**config.mk**
```make
export PLATFORM = sky130hd
export DESIGN_NAME = ptimer64
export DESIGN_NICKNAME = d
export VERILOG_FILES = /design/src/rtl/ptimer_pkg.sv /design/src/rtl/ptimer_regs.sv /design/src/rtl/ptimer_core.sv /design/src/rtl/ptimer64.sv
export SDC_FILE = /design/constraint.sdc
export NUM_CORES = 1
export LEC_CHECK = 0
export BUFFER_PORTS_ARGS = -buffer_cell sky130_fd_sc_hd__buf_2
export CORE_MARGIN = 8
export CORE_UTILIZATION = 60
export DETAILED_ROUTE_END_ITERATION = 7
export PLACE_DENSITY = 0.79
export SYNTH_ARGS = -nofsm -noshare
export SYNTH_HDL_FRONTEND = slang
export SYNTH_SLANG_ARGS = --single-unit
```
**constraint.sdc**
```tcl
create_clock -name clk -period 3.45 [get_ports clk]
set_clock_uncertainty 0.2 [all_clocks]
set_input_delay 0.69 -clock clk [delete_from_list [all_inputs] [get_ports clk]]
set_output_delay 0.69 -clock clk [all_outputs]
set_load 0.01 [all_outputs]
```
**src/rtl/ptimer_pkg.sv**
```systemverilog
package ptimer_pkg;
  localparam int DATA_W = 32;
  localparam int CNT_W  = 2 * DATA_W;
  localparam int PRES_W = 4;
  localparam int WIDX_W = 4;

  localparam logic [WIDX_W-1:0] IDX_CTRL  = 4'd0;
  localparam logic [WIDX_W-1:0] IDX_MODE  = 4'd1;
  localparam logic [WIDX_W-1:0] IDX_PERLO = 4'd2;
  localparam logic [WIDX_W-1:0] IDX_PERHI = 4'd3;
  localparam logic [WIDX_W-1:0] IDX_IEN   = 4'd4;
  localparam logic [WIDX_W-1:0] IDX_STAT  = 4'd7;
  localparam logic [WIDX_W-1:0] IDX_CNTLO = 4'd8;
  localparam logic [WIDX_W-1:0] IDX_CNTHI = 4'd9;

  localparam int CTRL_GO_BIT   = 0;
  localparam int CTRL_RST_BIT  = 8;
  localparam int MODE_CONT_BIT = 0;
  localparam int MODE_ALT_BIT  = 3;
  localparam int MODE_PRES_LSB = 8;

  typedef struct packed {
    logic start;
    logic swReset;
    logic clrStatus;
    logic capture;
  } tmrStrobe_t;

  typedef struct packed {
    logic              contMode;
    logic              altSrc;
    logic [PRES_W-1:0] pres;
  } tmrCfg_t;
endpackage

```
**src/rtl/ptimer_regs.sv**
```systemverilog
module ptimer_regs
  import ptimer_pkg::*;
#(
  parameter int ADDR_W = 6
) (
  input  logic              clk,
  input  logic              rstN,
  input  logic              busWe,
  input  logic              busRe,
  input  logic [ADDR_W-1:0] busAddr,
  input  logic [DATA_W-1:0] busWdata,
  output logic [DATA_W-1:0] busRdata,
  input  logic [CNT_W-1:0]  cntValue,
  input  logic [DATA_W-1:0] cntHiSnap,
  input  logic              statusFlag,
  output tmrStrobe_t        strobe,
  output tmrCfg_t           cfg,
  output logic [CNT_W-1:0]  period,
  output logic              irqEnable
);
  logic [WIDX_W-1:0] wordIdx;
  logic [DATA_W-1:0] perHiStage;
  logic              wrCtrl, wrMode, wrPerLo, wrPerHi, wrIen;

  assign wordIdx = busAddr[WIDX_W+1:2];
  assign wrCtrl  = busWe && (wordIdx == IDX_CTRL);
  assign wrMode  = busWe && (wordIdx == IDX_MODE);
  assign wrPerLo = busWe && (wordIdx == IDX_PERLO);
  assign wrPerHi = busWe && (wordIdx == IDX_PERHI);
  assign wrIen   = busWe && (wordIdx == IDX_IEN);

  always_comb begin
    strobe.start     = wrCtrl && busWdata[CTRL_GO_BIT];
    strobe.swReset   = wrCtrl && busWdata[CTRL_RST_BIT];
    strobe.clrStatus = busRe && (wordIdx == IDX_STAT);
    strobe.capture   = busRe && (wordIdx == IDX_CNTLO);
  end

  always_ff @(posedge clk) begin
    if (!rstN) begin
      cfg        <= '0;
      irqEnable  <= 1'b0;
      perHiStage <= '0;
      period     <= '0;
    end else begin
      if (wrMode) begin
        cfg.contMode <= busWdata[MODE_CONT_BIT];
        cfg.altSrc   <= busWdata[MODE_ALT_BIT];
        cfg.pres     <= busWdata[MODE_PRES_LSB +: PRES_W];
      end
      if (wrIen)   irqEnable  <= busWdata[0];
      if (wrPerHi) perHiStage <= busWdata;
      if (wrPerLo) period     <= {perHiStage, busWdata};
    end
  end

  always_comb begin
    busRdata = '0;
    unique case (wordIdx)
      IDX_MODE: begin
        busRdata[MODE_CONT_BIT]               = cfg.contMode;
        busRdata[MODE_ALT_BIT]                = cfg.altSrc;
        busRdata[MODE_PRES_LSB +: PRES_W]     = cfg.pres;
      end
      IDX_PERLO: busRdata = period[DATA_W-1:0];
      IDX_PERHI: busRdata = perHiStage;
      IDX_IEN:   busRdata[0] = irqEnable;
      IDX_STAT:  busRdata[0] = statusFlag;
      IDX_CNTLO: busRdata = cntValue[DATA_W-1:0];
      IDX_CNTHI: busRdata = cntHiSnap;
      default:   busRdata = '0;
    endcase
  end


  hi_stage_only_chk: assert property (@(posedge clk) disable iff (!rstN)
    (busWe && wordIdx == IDX_PERHI) |=> (period == $past(period)));

  lo_commit_chk: assert property (@(posedge clk) disable iff (!rstN)
    (busWe && wordIdx == IDX_PERLO) |=> (period == {$past(perHiStage), $past(busWdata)}));
endmodule

```
**src/rtl/ptimer_core.sv**
```systemverilog
module ptimer_core
  import ptimer_pkg::*;
(
  input  logic              clk,
  input  logic              rstN,
  input  tmrStrobe_t        strobe,
  input  tmrCfg_t           cfg,
  input  logic [CNT_W-1:0]  period,
  input  logic              tickPeriph,
  input  logic              tickAlt,
  output logic [CNT_W-1:0]  cntValue,
  output logic [DATA_W-1:0] cntHiSnap,
  output logic              statusFlag
);
  logic [PRES_W-1:0] presCnt;
  logic              running;
  logic              srcTick, presDone, step, atPeriod, periodEvt;

  assign srcTick   = cfg.altSrc ? tickAlt : tickPeriph;
  assign presDone  = (presCnt >= cfg.pres);
  assign step      = running && srcTick && presDone;
  assign atPeriod  = (cntValue == period);
  assign periodEvt = step && atPeriod && !strobe.swReset && !strobe.start;

  always_ff @(posedge clk) begin
    if (!rstN) begin
      cntValue <= '0;
      presCnt  <= '0;
      running  <= 1'b0;
    end else if (strobe.swReset) begin
      cntValue <= '0;
      presCnt  <= '0;
      running  <= 1'b0;
    end else if (strobe.start) begin
      cntValue <= '0;
      presCnt  <= '0;
      running  <= 1'b1;
    end else if (running && srcTick) begin
      if (presDone) begin
        presCnt <= '0;
        if (atPeriod) begin
          if (cfg.contMode) cntValue <= '0;
          else              running  <= 1'b0;
        end else begin
          cntValue <= cntValue + CNT_W'(1);
        end
      end else begin
        presCnt <= presCnt + PRES_W'(1);
      end
    end
  end

  always_ff @(posedge clk) begin
    if (!rstN)                 statusFlag <= 1'b0;
    else if (strobe.swReset)   statusFlag <= 1'b0;
    else if (periodEvt)        statusFlag <= 1'b1;
    else if (strobe.clrStatus) statusFlag <= 1'b0;
  end

  always_ff @(posedge clk) begin
    if (!rstN)               cntHiSnap <= '0;
    else if (strobe.capture) cntHiSnap <= cntValue[CNT_W-1:DATA_W];
  end


  cont_wrap_chk: assert property (@(posedge clk) disable iff (!rstN)
    (periodEvt && cfg.contMode) |=> (cntValue == '0 && running));

  oneshot_stop_chk: assert property (@(posedge clk) disable iff (!rstN)
    (periodEvt && !cfg.contMode) |=> (!running && $stable(cntValue)));

  evt_sets_flag_chk: assert property (@(posedge clk) disable iff (!rstN)
    periodEvt |=> statusFlag);

  read_clears_chk: assert property (@(posedge clk) disable iff (!rstN)
    (strobe.clrStatus && !periodEvt) |=> !statusFlag);

  sw_reset_chk: assert property (@(posedge clk) disable iff (!rstN)
    strobe.swReset |=> (cntValue == '0 && !running && !statusFlag && presCnt == '0));

  snap_capture_chk: assert property (@(posedge clk) disable iff (!rstN)
    strobe.capture |=> (cntHiSnap == $past(cntValue[CNT_W-1:DATA_W])));

  idle_hold_chk: assert property (@(posedge clk) disable iff (!rstN)
    (!running && !strobe.start && !strobe.swReset) |=> $stable(cntValue));
endmodule

```
**src/rtl/ptimer64.sv**
```systemverilog
module ptimer64
  import ptimer_pkg::*;
#(
  parameter int ADDR_W = 6
) (
  input  logic              clk,
  input  logic              rstN,
  input  logic              busWe,
  input  logic              busRe,
  input  logic [ADDR_W-1:0] busAddr,
  input  logic [DATA_W-1:0] busWdata,
  output logic [DATA_W-1:0] busRdata,
  input  logic              tickPeriph,
  input  logic              tickAlt,
  output logic              irq
);
  tmrStrobe_t        strobe;
  tmrCfg_t           cfg;
  logic [CNT_W-1:0]  period;
  logic [CNT_W-1:0]  cntValue;
  logic [DATA_W-1:0] cntHiSnap;
  logic              statusFlag;
  logic              irqEnable;

  ptimer_regs #(.ADDR_W(ADDR_W)) u_regs (
    .clk(clk), .rstN(rstN), .busWe(busWe), .busRe(busRe),
    .busAddr(busAddr), .busWdata(busWdata), .busRdata(busRdata),
    .cntValue(cntValue), .cntHiSnap(cntHiSnap), .statusFlag(statusFlag),
    .strobe(strobe), .cfg(cfg), .period(period), .irqEnable(irqEnable)
  );

  ptimer_core u_core (
    .clk(clk), .rstN(rstN), .strobe(strobe), .cfg(cfg), .period(period),
    .tickPeriph(tickPeriph), .tickAlt(tickAlt),
    .cntValue(cntValue), .cntHiSnap(cntHiSnap), .statusFlag(statusFlag)
  );

  assign irq = statusFlag && irqEnable;


  irq_needs_flag_chk: assert property (@(posedge clk) disable iff (!rstN)
    irq |-> statusFlag);

  reset_quiet_chk: assert property (@(posedge clk)
    !rstN |=> (!irq && cntValue == '0));
endmodule

```
==> summary.json <==
{
  "finish.net_count": 1377,
  "tritoncts": "built",
  "synth_top_area_share_pct": 40.3,
  "setup.worst_path.class": "reg2reg",
  "cts_num_sinks": 205,
  "synth_area_sq_um": 10200,
  "cts_root_cell": "clkbuf_16",
  "synthArstFlopShare_pct": 0,
  "worst_hold_path_depth": 3,
  "finalSetupViolCount": 0,
  "ff2ff_path_depth": 7,
  "routed_wl_microns": 31900,
  "avg_synthesized_cell_area_sq_um": 8.04,
  "globalRouteTotalUtil_pct": 28.8,
  "power-per-cell-area_nw_per_um2": 427,
  "ys_warns": 0,
  "antenna_diode_count": 0,
  "worstPathArrival_ps": 3210,
  "synthMostInstantiatedCell": "nand2_1",
  "rsz0062_at_grt": "no",
  "gp_weighted_congestion": 0.930,
  "core_area_sq_um": 16600,
  "h-tree-depth": 1,
  "hold_viol_final": 0,
  "totalPowerFinal_mw": 5.01,
  "place.detailed.instances": 1523,
  "synth.yosys.seq_area_share_pct": 40.3,
  "fin_tns_setup_ps": 0,
  "placement_rows": 47,
  "synth_ff_type": "dfxtp_1",
  "clock_path_buffers": 3,
  "grt_pass1_wl_microns": 50000,
  "synthDistinctLibCells": 54,
  "worst_pin_slew_ps": 1140,
  "numPortBuffers": 74,
  "post_synth_main_area_contributors": "dfxtp_1 (40%), nand2_1 (12%), a21boi_0 (9.9%)",
  "num_vias": 9711,
  "cts_post_setup_buffers_inserted": 0,
  "fin_crit_sh_pct": 86.1,
  "layout-drive-gt1-share_pct": 14.3,
  "routed_via_density": 6.22,
  "post-place-ws_ps": 514,
  "layout_setup_ws_ps": 480,
  "synth_enable_flop_cells": 0,
  "grt_pass1_vias": 8943,
  "globalRoute.totalOverflow": 0,
  "postCtsResizedCells": 0,
  "route.detailed.drc": 0,
  "max_freq_mhz": 337,
  "hp-class": "in2reg",
  "syn_to_final_growth_pct": 15.5,
  "detailedRoute.firstPassIterationCount": 6,
  "max-cap-violations": 0,
  "die_area_sq_um": 21400,
  "top_post_synthesis_cells_by_count": "nand2_1 (319), dfxtp_1 (205), a21boi_0 (134), clkbuf_1 (90), xnor2_1 (70)",
  "outcome": "completed",
  "cp.required_ps": 3690,
  "cts_made_buffers": 22,
  "final_slew_violations": 0,
  "hold_buffers": 0,
  "vdd_ir_drop_max_uv": 456,
  "synth-seq-cells": 205,
  "dieWidth_microns": 146,
  "regToRegSetupSlack_ps": 480,
  "grt_antenna_before_repair": 0,
  "min_period_ps": 2970,
  "final_cell_count_no_fill": 1562,
  "pin_count": 77,
  "synth_cells": 1266,
  "synthesis.nets": 1316,
  "clkTransAtPathRegs_ps": 60,
  "die_height_microns": 146,
  "clock_latency_ps": 510,
  "leakage_nw": 4.09,
  "synth_area_leader_cell": "dfxtp_1",
  "crit_path_end_kind": "flop",
  "grt_start_max_net_pins": 130,
  "detail-route-antenna-nets": 0,
  "initial_utilization_pct": 61.4,
  "worst_setup_path_start_kind": "flop",
  "place_hpwl_microns": 21900,
  "drtIter0Drc": 1165,
  "relSlewSlack_pct": 23.7,
  "critPathMaxFanout": 6,
  "post_drt_wl_per_cell_microns": 20.4
}
[layout by cell type (no fill, tap or decap), drive strengths merged, types with 3 or more instances in the layout]
cell     count
o2111ai      8
nor4        12
and3        10
nor2b        5
or4         12
o31ai       12
o21ai       26
a222oi       3
clkinv       5
mux2i        6
buf        132
nand2      319
or3         17
and2         9
clkbuf      32
xor2        30
a21oi       27
dfxtp      205
ha           6
a21boi     134
nand2b       4
nand4       40
a22oi       62
nor3        15
inv         17
o211ai      18
nor2        59
xnor2       70
nand3       28
[flip-flops by register name, indices dropped and copies added (netlist names)]
| register | cells |
|---|---|
| u_core.cntValue | 64 |
| u_regs.period | 64 |
| u_core.cntHiSnap | 32 |
| u_regs.perHiStage | 32 |
| u_regs.cfg | 6 |
| u_core.presCnt | 4 |
| u_core.running | 1 |
| u_core.statusFlag | 1 |
| u_regs.irqEnable | 1 |
[report_power, final]
group	switching [mW]	internal, mW
clock	0.972	1.40
combinational	0.166	0.0852
sequential	0.0122	2.38
total	1.15	3.86
[per-layer routing]
metal / wire length, microns / track usage (%) / vias to the layer above
li1: - / - / 4512
met1: 13000 / 39.2 / 4569
met4: 987 / 10.3 / 0
met5: 0 / 0 / -
met3: 4190 / 8.71 / 76
met2: 13600 / 42.3 / 554
[area by class of cell]
class | instances | area, sq um
Sequential cell | 205 | 4100
Inverter | 17 | 63.8
Clock buffer | 32 | 659
Timing Repair Buffer | 132 | 896
Clock inverter | 7 | 66.3
Fill cell | 1337 | 4830
Multi-Input combinational cell | 949 | 5690
Tap cell | 220 | 275
[worst paths after layout]
check,endpoint,startpoint
max,u_core.cntValue[62],u_core.cntValue[38]
min reg2reg,u_core.cntHiSnap[27],u_core.cntHiSnap[27]
max reg2reg,u_core.cntValue[62],u_core.cntValue[38]
min,u_regs.period[26],busWdata[26]
[through the flow]
step                      cell area (sq um)  hold WS [ps]  utilization (%)
final                                 11800           244             70.9
after global routing                  11800           248             70.9
after CTS                             11800           237             70.9
after detailed placement              11000           261             66.5
after global placement                11000           254             66.5
after floorplan                       10200           241                -
[critical path, cell delays in order (launching register included)]
cell and delay [ps]:
dfxtp_1 540, nand4_2 200, or3_4 440, or3_4 430, nor4_4 340, nand3_2 120, or4_1 490, a21oi_1 150
[kinds of logic after synthesis]
group | count (synthesis) | share of synthesized area [%]
compound gates | 300 | 21.2
xor+xnor | 100 | 8.60
fa+ha+maj | 6 | 0.737
buf+inv | 112 | 4.17
flops | 205 | 40.3
mux | 7 | 0.701
simple gates | 536 | 24.3
Power figures use the tool's default switching activity.
